$ cat src/rtl/evt_irq_pkg.sv
package evt_irq_pkg;
  localparam int EVT_W = 7;

  typedef enum int {
    EV_AC_HOLD_LOST = 0,
    EV_DC_HOLD_LOST = 1,
    EV_OVERLOAD     = 2,
    EV_SHORT        = 3,
    EV_SIG_BAD      = 4,
    EV_SIG_GOOD     = 5,
    EV_PWR_DENIED   = 6
  } evt_bit_e;

  localparam logic [1:0] ADDR_PREFIX = 2'b10;
  localparam logic [EVT_W-1:0] MASK_RST = '1;
endpackage

$ cat src/rtl/evt_port_reg.sv
module evt_port_reg #(
  parameter int W = 7
) (
  input  logic         clk_i,
  input  logic         rst_ni,
  input  logic [W-1:0] set_i,
  input  logic         clr_i,
  output logic [W-1:0] evt_o
);
  logic [W-1:0] evt_q;

  // set wins over clear so a coincident pulse is not lost
  always_ff @(posedge clk_i or negedge rst_ni) begin
    if (!rst_ni) evt_q <= '0;
    else         evt_q <= (clr_i ? '0 : evt_q) | set_i;
  end

  assign evt_o = evt_q;

  p_keep_pulse_r4: assert property (@(posedge clk_i) disable iff (!rst_ni)
    (set_i != '0) |=> ((evt_q & $past(set_i)) == $past(set_i)));

  p_rd_clears_r3: assert property (@(posedge clk_i) disable iff (!rst_ni)
    (clr_i && set_i == '0) |=> (evt_q == '0));

  p_sticky_r2: assert property (@(posedge clk_i) disable iff (!rst_ni)
    (!clr_i && set_i == '0) |=> $stable(evt_q));
endmodule

$ cat src/rtl/evt_irq_gen.sv
module evt_irq_gen (
  input  logic clk_i,
  input  logic rst_ni,
  input  logic pend_i,
  input  logic rd_any_i,
  input  logic ara_won_i,
  input  logic en_we_i,
  input  logic en_wdata_i,
  output logic en_o,
  output logic irq_no
);
  logic en_q, irq_q;

  always_ff @(posedge clk_i or negedge rst_ni) begin
    if (!rst_ni) begin
      en_q  <= 1'b1;
      irq_q <= 1'b0;
    end else begin
      if (ara_won_i)    en_q <= 1'b0;
      else if (en_we_i) en_q <= en_wdata_i;
      irq_q <= en_q & pend_i & ~(rd_any_i | ara_won_i);
    end
  end

  assign en_o   = en_q;
  assign irq_no = ~irq_q;

  p_ara_off_r8: assert property (@(posedge clk_i) disable iff (!rst_ni)
    ara_won_i |=> (!en_q && irq_no));

  p_rd_release_r7: assert property (@(posedge clk_i) disable iff (!rst_ni)
    rd_any_i |=> irq_no);

  p_needs_en_r6: assert property (@(posedge clk_i) disable iff (!rst_ni)
    !irq_no |-> $past(en_q));
endmodule

$ cat src/rtl/evt_irq_ctrl.sv
module evt_irq_ctrl
  import evt_irq_pkg::*;
#(
  parameter int NUM_PORTS = 8,
  parameter int STRAP_W   = 5,
  localparam int SEL_W    = $clog2(NUM_PORTS),
  localparam int DATA_W   = EVT_W + 1,
  localparam int ADDR_W   = STRAP_W + 2
) (
  input  logic                       clk_i,
  input  logic                       rst_ni,
  input  logic [NUM_PORTS*EVT_W-1:0] evt_set_i,
  input  logic                       rd_evt_i,
  input  logic [SEL_W-1:0]           rd_sel_i,
  output logic [DATA_W-1:0]          rd_data_o,
  input  logic                       mask_we_i,
  input  logic [EVT_W-1:0]           mask_wdata_i,
  output logic [EVT_W-1:0]           mask_o,
  input  logic                       irq_en_we_i,
  input  logic                       irq_en_wdata_i,
  output logic                       irq_en_o,
  input  logic                       ara_won_i,
  input  logic [STRAP_W-1:0]         strap_i,
  output logic [ADDR_W-1:0]          dev_addr_o,
  output logic [NUM_PORTS-1:0]       srq_o,
  output logic                       irq_no
);
  logic [EVT_W-1:0] mask_q;
  logic [EVT_W-1:0] evt_w [NUM_PORTS];

  always_ff @(posedge clk_i or negedge rst_ni) begin
    if (!rst_ni)        mask_q <= MASK_RST;
    else if (mask_we_i) mask_q <= mask_wdata_i;
  end
  assign mask_o = mask_q;

  for (genvar p = 0; p < NUM_PORTS; p++) begin : g_port
    evt_port_reg #(.W(EVT_W)) u_reg (
      .clk_i (clk_i),
      .rst_ni(rst_ni),
      .set_i (evt_set_i[p*EVT_W +: EVT_W]),
      .clr_i (rd_evt_i && rd_sel_i == SEL_W'(p)),
      .evt_o (evt_w[p])
    );
    assign srq_o[p] = |(evt_w[p] & ~mask_q);
  end

  always_comb begin
    rd_data_o = '0;
    for (int p = 0; p < NUM_PORTS; p++)
      if (rd_sel_i == SEL_W'(p)) rd_data_o = {1'b0, evt_w[p]};
  end

  assign dev_addr_o = {ADDR_PREFIX, strap_i};

  evt_irq_gen u_irq (
    .clk_i     (clk_i),
    .rst_ni    (rst_ni),
    .pend_i    (|srq_o),
    .rd_any_i  (rd_evt_i),
    .ara_won_i (ara_won_i),
    .en_we_i   (irq_en_we_i),
    .en_wdata_i(irq_en_wdata_i),
    .en_o      (irq_en_o),
    .irq_no    (irq_no)
  );

  p_idle_no_irq_r6: assert property (@(posedge clk_i) disable iff (!rst_ni)
    (srq_o == '0) |=> irq_no);

  p_mask_hides_r5: assert property (@(posedge clk_i) disable iff (!rst_ni)
    (mask_q == MASK_RST) |-> (srq_o == '0));
endmodule

$ cat config.mk
export PLATFORM = sky130hd
export DESIGN_NAME = evt_irq_ctrl
export DESIGN_NICKNAME = d
export VERILOG_FILES = /design/src/rtl/evt_irq_pkg.sv /design/src/rtl/evt_port_reg.sv /design/src/rtl/evt_irq_gen.sv /design/src/rtl/evt_irq_ctrl.sv
export SDC_FILE = /design/constraint.sdc
export NUM_CORES = 1
export LEC_CHECK = 0
export BUFFER_PORTS_ARGS = -buffer_cell sky130_fd_sc_hd__buf_2
export CAP_MARGIN = 20
export CORE_MARGIN = 2
export CORE_UTILIZATION = 51
export CTS_BUF_LIST = sky130_fd_sc_hd__clkbuf_8
export CTS_CLUSTER_DIAMETER = 150
export CTS_CLUSTER_SIZE = 10
export DETAILED_ROUTE_END_ITERATION = 10
export GPL_TIMING_DRIVEN = 0
export HOLD_SLACK_MARGIN = 0.02
export PLACE_DENSITY_LB_ADDON = 0.15
export SETUP_SLACK_MARGIN = 0.1
export SYNTH_ARGS = -nofsm -noshare
export SYNTH_HDL_FRONTEND = slang
export SYNTH_HIERARCHICAL = 1
export SYNTH_SLANG_ARGS = --single-unit
$ cat constraint.sdc
create_clock -name clk_i -period 2.4 [get_ports clk_i]
set_clock_uncertainty 0.2 [all_clocks]
set_input_delay 0.24 -clock clk_i [delete_from_list [all_inputs] [get_ports clk_i]]
set_output_delay 0.24 -clock clk_i [all_outputs]
set_load 0.01 [all_outputs]
=== Word-level counts from Yosys, hierarchy flattened ===
Index checks and enable logic that the tools add are counted.

* Register bits after elaboration: 65
* Bits of input ports: 78
* Output and inout port bits: 32
* Word-level logic and storage cells: 77

* Eq/ne operators: 7
* Multiplexer cells: 18
* Bitwise gates (word level): 22
* Reductions and logical operators: 19

{| class="wikitable"
|+ Operators with widths
! operator !! number
|-
| 2-to-1 mux 7 bit || 9
|-
| bitwise AND 7 bit || 8
|-
| 2-to-1 mux 8 bit || 7
|-
| bitwise OR 7 bit || 8
|-
| OR reduction 56 bit || 1
|-
| OR reduction 7 bit || 8
|-
| equality test 3 bit, second input constant || 4
|-
| logical AND 1 bit || 8
|-
| NOT 7 bit || 1
|-
| equality test 3 x 2 -> 1 bit, second input constant || 2
|-
| equality test 3 x 1 -> 1 bit, second input constant || 1
|-
| logical NOT 3 bit || 1
|-
| bitwise AND 1 bit || 2
|-
| 2-to-1 mux 1 bit || 2
|-
| NOT 1 bit || 2
|-
| nonzero test 2 bit || 1
|-
| bitwise OR 1 bit || 1
|}

=== Depth between registers and ports, before layout ===
Gate-level depths: netlist of the first run.

* Word-level depth: 9
* Depth in mapped cells: 7
* Gate-level depth less buffers: 7

=== Hierarchy ===
The synthesis of the first run kept the hierarchy.

{| class="wikitable"
|+ By module, submodules not included
! module !! times used !! cells an instance !! area an instance (um^2)
|-
| evt_port_reg || 8 || 15 || 231.5
|-
| evt_irq_ctrl || 1 || 173 || 1124.8
|-
| evt_irq_gen || 1 || 7 || 77.6
|}

=== Worst setup path before layout of the first run ===
OpenSTA, ideal clock, no wires.

* Path type: register to register
* From: register mask_q[5] (netlist: mask_o[5])
* To: register u_irq.irq_q
* Arrival: 1587 ps
* Required time: 2083 ps
* Slack: 496 ps
* Cell stages (with the launch flop): 8
* Buffers on the path: 0
* Period minus slack after synthesis: 1904 ps
* Path through: dfstp_2 clkinv_1 a222oi_1 nand4_1 nor4_1 nand2_1 nand2_1 nor3_1

* Longest elaborated chain between the ends: 5
* Elaborated cells between the ends (all ways): 12

{| class="wikitable"
|+ RTL lines
! item !! line !! RTL
|-
| start, declared || evt_irq_ctrl.sv:28 || <nowiki>logic [EVT_W-1:0] mask_q;</nowiki>
|-
| start signal, assigned || evt_irq_ctrl.sv:33 || <nowiki>else if (mask_we_i) mask_q <= mask_wdata_i;</nowiki>
|-
| NOT 7 bit * || evt_irq_ctrl.sv:45 || <nowiki>assign srq_o[p] = |(evt_w[p] & ~mask_q);</nowiki>
|-
| bitwise AND 7 bit || evt_irq_ctrl.sv:45 ||
|-
| OR reduction 56 bit * || evt_irq_ctrl.sv:59 || <nowiki>.pend_i (|srq_o),</nowiki>
|-
| bitwise AND 1 bit * (2 in series) || evt_irq_gen.sv:21 || <nowiki>irq_q <= en_q & pend_i & ~(rd_any_i | ara_won_i);</nowiki>
|-
| end signal, assigned || evt_irq_gen.sv:21 ||
|-
| end, declared || evt_irq_gen.sv:12 || <nowiki>logic en_q, irq_q;</nowiki>
|}

Mark *: on every way between the ends. The rest lies on a longest branch, timed or not.
A chain may end at the register's enable or synchronous reset.

=== Final worst setup path of the first run ===
* From: register mask_q[2] (netlist: mask_o[2])
* To: output srq_o[5]

* Longest elaborated chain between the ends: 3

{| class="wikitable"
|+ RTL lines
! item !! line !! RTL
|-
| NOT 7 bit || evt_irq_ctrl.sv:45 ||
|-
| bitwise AND 7 bit || evt_irq_ctrl.sv:45 ||
|-
| OR reduction 7 bit || evt_irq_ctrl.sv:45 ||
|-
| end, declared || evt_irq_ctrl.sv:25 || <nowiki>output logic [NUM_PORTS-1:0] srq_o,</nowiki>
|}

Every way passes these cells.

==> flow_metrics.py, run 1 <==
metrics = {
    "clock_tree": {
        "cts_sinks": 65,
        "clk_latency_ns": 0.34,
        "path_clk_slew_ns": 0.06,
        "cts_tree": "done",
        "h-tree-depth": 3,
        "cts_setup_buffers": 0,
        "cts_inserted_buffers": 9,
        "root_buffer": "clkbuf_8",
        "clockBufferDepth": 2,
    },
    "outcome": {
        "status": "finished clean",
    },
    "worst_setup_path": {
        "crit_chain": "inv_2, a222oi_1, nand4_1, buf_2",
        "cp-start-kind": "flip-flop",
        "worst_ep_required_time_ns": 1.96,
        "critical_path_class": "flip-flop to primary output",
        "crit_fanout": 9,
        "slowest_stage": "dfstp_2",
        "r2r_cells": 7,
        "cp-end-kind": "primary output",
        "cpPeakStageDelay_ns": 0.54,
        "arrival_ns": 1.79,
    },
    "cells_and_area": {
        "diodes": 0,
        "syn2layout_area_growth_pct": 49.4,
        "fill_cells": 388,
        "layout_common_cells": "102 x buf_2, 71 x dlygate4sd3_1, 57 x dfrtp_1",
        "final_common_cell": "buf_2",
        "stdcell_count": 564,
        "finish.utilization_pct": 78.0,
        "drive_above_1_share_pct": 30.1,
        "nets": 562,
    },
    "yosys": {
        "synth_edf_count": 0,
        "synth_area_um2": 3050,
        "yosys.area.top_type_share_pct": 46.7,
        "ys_seq_area_share_pct": 53.6,
        "yosys.area.top_type": "dfrtp_1",
        "synth.area.top_cells": "dfrtp_1 47%, a21o_1 14%, dfstp_2 6.9%",
        "ys_types": 25,
        "yosys_register_bits": 65,
        "avgSynthCellArea_um2": 10.2,
        "yosys_warnings": 6,
        "synth_cells": 300,
        "async_reset_ff_share_pct": 100,
        "synthFlopType": "dfrtp_1",
    },
    "min_path": {
        "hold_depth": 4,
        "hold_class": "input pin to flip-flop",
    },
    "power_and_ir_drop": {
        "power.leakage_nw": 1.94,
        "peakVddDrop_uv": 433,
        "power_per_cell_area_nw_per_um2": 542,
    },
    "grt": {
        "grtUsageMet1_pct": 37.3,
        "grt_usage_pct": 30.3,
        "grt_pass1_vias": 3118,
        "use_met3_pct": 7.33,
        "top_usage_layer": "met2",
        "antenna_found_initial": 0,
        "grt_pass1_wl_um": 14700,
        "grt.met2_usage_pct": 49.1,
        "grt-ovfl-total": 0,
        "grt_max_degree": 39,
    },
    "die": {
        "coreArea_um2": 5850,
        "dieHeight_um": 81.4,
        "rows": 28,
        "start_util_pct": 52.2,
        "die_w_um": 81.4,
        "io_pins": 110,
        "design.die.area_um2": 6620,
    },
    "detailed_routing": {
        "route.detailed.drc": 0,
        "first_pass_iters": 6,
        "vias": 3154,
        "viasPerCell": 5.59,
        "routed_wl_um": 9640,
        "drt-initial-drc-count": 290,
        "drt.antenna.violating_nets": 0,
        "wl_per_cell_um": 17.1,
    },
    "sta": {
        "worst_hold_slack_ns": 0.200,
        "final.setup.tns_ns": 0,
        "finalCritPeriodShare_pct": 93.0,
        "finalSetupViolCount": 0,
        "worst_pin_slew_ns": 0.854,
        "drv_slew": 0,
        "hold_violations": 0,
        "period_minus_slack_ns": 2.23,
        "rsz0062_at_grt": "no",
        "slew_headroom_pct": 43.1,
        "timing.fmax_mhz": 448,
    },
    "place": {
        "io_buffers": 100,
        "gp_congestion": 0.947,
        "dp.cells": 477,
        "hpwlAfterDp_um": 6120,
    },
    "job": {
        "cap_violations": 0,
    },
}
through the flow:
| stage | worst slack [ns] | total power [mW] | cell area (µm²) |
|---|---|---|---|
| after floorplan | 0.496 | 1.38 | 3060 |
| after CTS | 0.228 | 2.46 | 4560 |
| final | 0.167 | 2.47 | 4560 |
| after global placement | 0.162 | 1.54 | 3650 |
| after detailed placement | 0.148 | 1.56 | 3670 |
| after global routing | 0.149 | 2.58 | 4560 |
where the power goes:
group	total (mW)	switching, mW	internal, mW
clock network	0.831	0.386	0.445
logic	0.453	0.225	0.227
registers	1.19	0.0390	1.15
worst max-delay path, delay by kind of cell (launching register included):
| kind | cells | cell delay [ns] |
|---|---|---|
| buffers and inverters | 2 | 0.31 |
| AND/OR/NAND/NOR | 1 | 0.23 |
| flip-flops | 1 | 0.54 |
| AO/OA/AOI/OAI | 1 | 0.37 |
cell usage after synthesis, types with 3 or more instances:
cell type and count:
o22ai_1 7, nor3_1 3, nand3_1 5, a222oi_1 8, nand2_1 26, dfstp_2 8
a21oi_1 7, nor2_1 15, a22oi_1 19, a21o_1 56, buf_4 9, nand2b_1 3
clkbuf_1 5, o21ai_0 28, dfrtp_1 57, inv_2 14, nor2b_1 8, nand4_1 4
mux2i_1 8
path summary, 6_finish.rpt:
path,endpoint,slack [ns],startpoint
worst min register to register,g_port[2].u_reg/evt_o[1]$_DFF_PN0_,0.30,g_port[2].u_reg/evt_o[1]$_DFF_PN0_
worst min-delay path,mask_o[3]$_DFFE_PN1P_,0.20,mask_we_i
max in group asynchronous,u_irq/en_o$_DFFE_PN1P_,0.95,rst_ni
worst max register to register,u_irq/irq_q$_DFF_PN0_,0.23,mask_o[2]$_DFFE_PN1P_
min in group asynchronous,g_port[3].u_reg/evt_o[2]$_DFF_PN0_,0.35,rst_ni
worst max-delay path,srq_o[5],0.17,mask_o[2]$_DFFE_PN1P_
routing by layer:
layer,routed length (µm),vias to the layer above
met5,0,-
met4,265,0
met3,816,30
met2,4780,192
met1,3770,1486
li1,-,1446
logic make-up (layout without fill, tap and decap cells):
family          after synthesis  count (layout)  synth area share, %
compound gates              125             125                 28.2
buf+inv                      33             221                 5.24
flops                        65              65                 53.6
mux                           8               8                 2.62
other cells                   2               3                0.246
simple gates                 67              67                 10.1
area by class of cell:
class / count / area [µm²] / share of cell area, %
timing repair buffer: 172 / 1230 / 27.0
buffer: 16 / 96.3 / 2.11
clock buffer: 12 / 165 / 3.62
multi-input combinational: 203 / 1260 / 27.6
clock inverter: 4 / 15.0 / 0.329
sequential: 65 / 1640 / 35.9
inverter: 17 / 65.1 / 1.43
tap: 75 / 93.8 / 2.06
registers in the layout (all words and copies together) (netlist names):
name                count
u_irq/irq_q             1
u_irq/en_o              1
g_port.u_reg/evt_o     56
mask_o                  7
what timing repair did:
item                                    4_1_cts  5_1_grt
endpoints found under the hold margin        95        0
resized for setup                             1        0
hold buffers                                 71        0
endpoints found under the setup margin        1        0
Note: power is estimated with default switching activity, not from simulation.
==> run 2, diff against run 1 <==
--- a/config.mk
+++ b/config.mk
@@ -7,7 +7,6 @@
 export LEC_CHECK = 0
 export BUFFER_PORTS_ARGS = -buffer_cell sky130_fd_sc_hd__buf_2
 export CAP_MARGIN = 20
-export CORE_MARGIN = 2
 export CORE_UTILIZATION = 51
 export CTS_BUF_LIST = sky130_fd_sc_hd__clkbuf_8
 export CTS_CLUSTER_DIAMETER = 150
==> flow_metrics.py, run 2 (synthesis results as in run 1) <==
metrics = {
    "outcome": {
        "status": "finished clean",
    },
    "sta": {
        "finalCritPeriodShare_pct": 92.5,
        "worst_hold_slack_ns": 0.199,
        "drv_slew": 0,
        "hold_violations": 0,
        "finalSetupViolCount": 0,
        "final.setup.tns_ns": 0,
        "worst_pin_slew_ns": 0.714,
        "rsz0062_at_grt": "no",
        "slew_headroom_pct": 52.4,
        "period_minus_slack_ns": 2.22,
        "timing.fmax_mhz": 451,
    },
    "die": {
        "io_pins": 110,
        "coreArea_um2": 5640,
        "die_w_um": 79.4,
        "dieHeight_um": 79.4,
        "rows": 27,
        "start_util_pct": 54.1,
        "design.die.area_um2": 6300,
    },
    "worst_setup_path": {
        "arrival_ns": 1.78,
        "r2r_end": "u_irq/irq_q$_DFF_PN0_",
        "critical_path_class": "flip-flop to primary output",
        "cp-start-kind": "flip-flop",
        "crit_fanout": 9,
        "path_buf_inv": 2,
        "cpPeakStageDelay_ns": 0.54,
        "cp-end-kind": "primary output",
        "crit_chain": "inv_2, a222oi_1, nand3_1, buf_2",
        "r2r_start": "mask_o[2]$_DFFE_PN1P_",
        "worst_ep_required_time_ns": 1.96,
        "r2r_cells": 7,
        "rrSetupSlack_ns": 0.20,
        "crit_start": "mask_o[3]$_DFFE_PN1P_",
        "cp_top_family": "flip-flops",
        "slowest_stage": "dfstp_2",
    },
    "clock_tree": {
        "h-tree-depth": 3,
        "root_buffer": "clkbuf_8",
        "cts_tree": "done",
        "clockBufferDepth": 2,
        "cts_sinks": 65,
        "clk_latency_ns": 0.34,
        "cts_inserted_buffers": 9,
        "path_clk_slew_ns": 0.07,
    },
    "detailed_routing": {
        "first_pass_iters": 5,
        "vias": 3185,
        "wl_per_cell_um": 17.2,
        "viasPerCell": 5.68,
        "routed_wl_um": 9630,
        "route.detailed.drc": 0,
        "drt-initial-drc-count": 259,
        "drt.antenna.violating_nets": 0,
    },
    "grt": {
        "grt_pass1_vias": 3236,
        "grt_pass1_wl_um": 15100,
        "grt_usage_pct": 32.9,
        "grt.met2_usage_pct": 55.9,
        "grt-ovfl-total": 0,
        "top_usage_layer": "met2",
        "use_met3_pct": 8.11,
        "antenna_found_initial": 0,
        "grtUsageMet1_pct": 39.2,
        "grt_max_degree": 35,
    },
    "job": {
        "cap_violations": 0,
    },
    "cells_and_area": {
        "drive_above_1_share_pct": 30.3,
        "nets": 562,
        "final_common_cell": "buf_2",
        "diodes": 0,
        "largest_reg_flops": 56,
        "fill_cells": 386,
        "layout_common_cells": "102 x buf_2, 71 x dlygate4sd3_1, 57 x dfrtp_1",
        "syn2layout_area_growth_pct": 49.3,
    },
    "power_and_ir_drop": {
        "power.leakage_nw": 1.94,
        "peakVddDrop_uv": 460,
        "total_power_mw": 2.50,
        "power_per_cell_area_nw_per_um2": 548,
    },
    "place": {
        "io_buffers": 100,
        "gp_congestion": 0.908,
        "hpwlAfterDp_um": 6140,
    },
    "min_path": {
        "hold_depth": 4,
        "hold_class": "input pin to flip-flop",
        "min_from": "mask_we_i",
        "min_to": "mask_o[3]$_DFFE_PN1P_",
    },
}
[run 2: metrics by stage]
| stage | instances | utilization [%] | cell area (µm²) | worst slack [ns] |
|---|---|---|---|---|
| floorplan | 301 | - | 3060 | 0.496 |
| global placement | 473 | 64.7 | 3650 | 0.0799 |
| detailed placement | 474 | 65.0 | 3670 | 0.0738 |
| CTS | 561 | 80.8 | 4560 | 0.208 |
| global route | 561 | 80.8 | 4560 | 0.101 |
| finish | 561 | 80.8 | 4560 | 0.181 |
[run 2: area by class of cell]
type / instances / area [µm²] / share of cell area, %
plain buffers: 16 / 96.3 / 2.11
flip-flops and latches: 65 / 1640 / 35.9
clock buffers: 9 / 124 / 2.72
multi-input cells: 203 / 1260 / 27.7
inverters: 17 / 65.1 / 1.43
well taps: 72 / 90.1 / 1.98
repair buffers: 172 / 1230 / 27.0
clock inverters: 7 / 56.3 / 1.23
[run 2: worst max path at each step]
stage | depth (start not counted) | endpoint | slack (ns)
final | 4 | srq_o[7] | 0.18
after global routing | 7 | u_irq/irq_q$_DFF_PN0_ | 0.10
after CTS | 4 | srq_o[3] | 0.21
after detailed placement | 7 | u_irq/irq_q$_DFF_PN0_ | 0.07
after global placement | 7 | u_irq/irq_q$_DFF_PN0_ | 0.08
after floorplan | 7 | u_irq/irq_q$_DFF_PN0_ | 0.50
[run 2: tightest hold or removal path, cell delays in order]
cell and delay, ns:
buf_2 0.13, clkbuf_1 0.20, nand2_1 0.09, o21ai_0 0.07
[run 2: what timing repair did]
item                       4_1_cts  5_1_grt
buffers inserted                 0        0
hold buffers                    71        0
hold endpoints to repair        90        0
gates resized for setup          1        0
setup endpoints to repair        2        0
[run 2: power by group]
group / internal [mW] / switching [mW] / leakage [nW]
logic: 0.227 / 0.223 / 1.22
clock network: 0.463 / 0.396 / 0.107
registers: 1.15 / 0.0395 / 0.609
[run 2: routing by layer]
metal / wire length (µm) / part of all wire, %
met5: 0 / 0
met4: 313 / 3.3
met3: 761 / 7.9
met2: 4870 / 51
met1: 3680 / 38
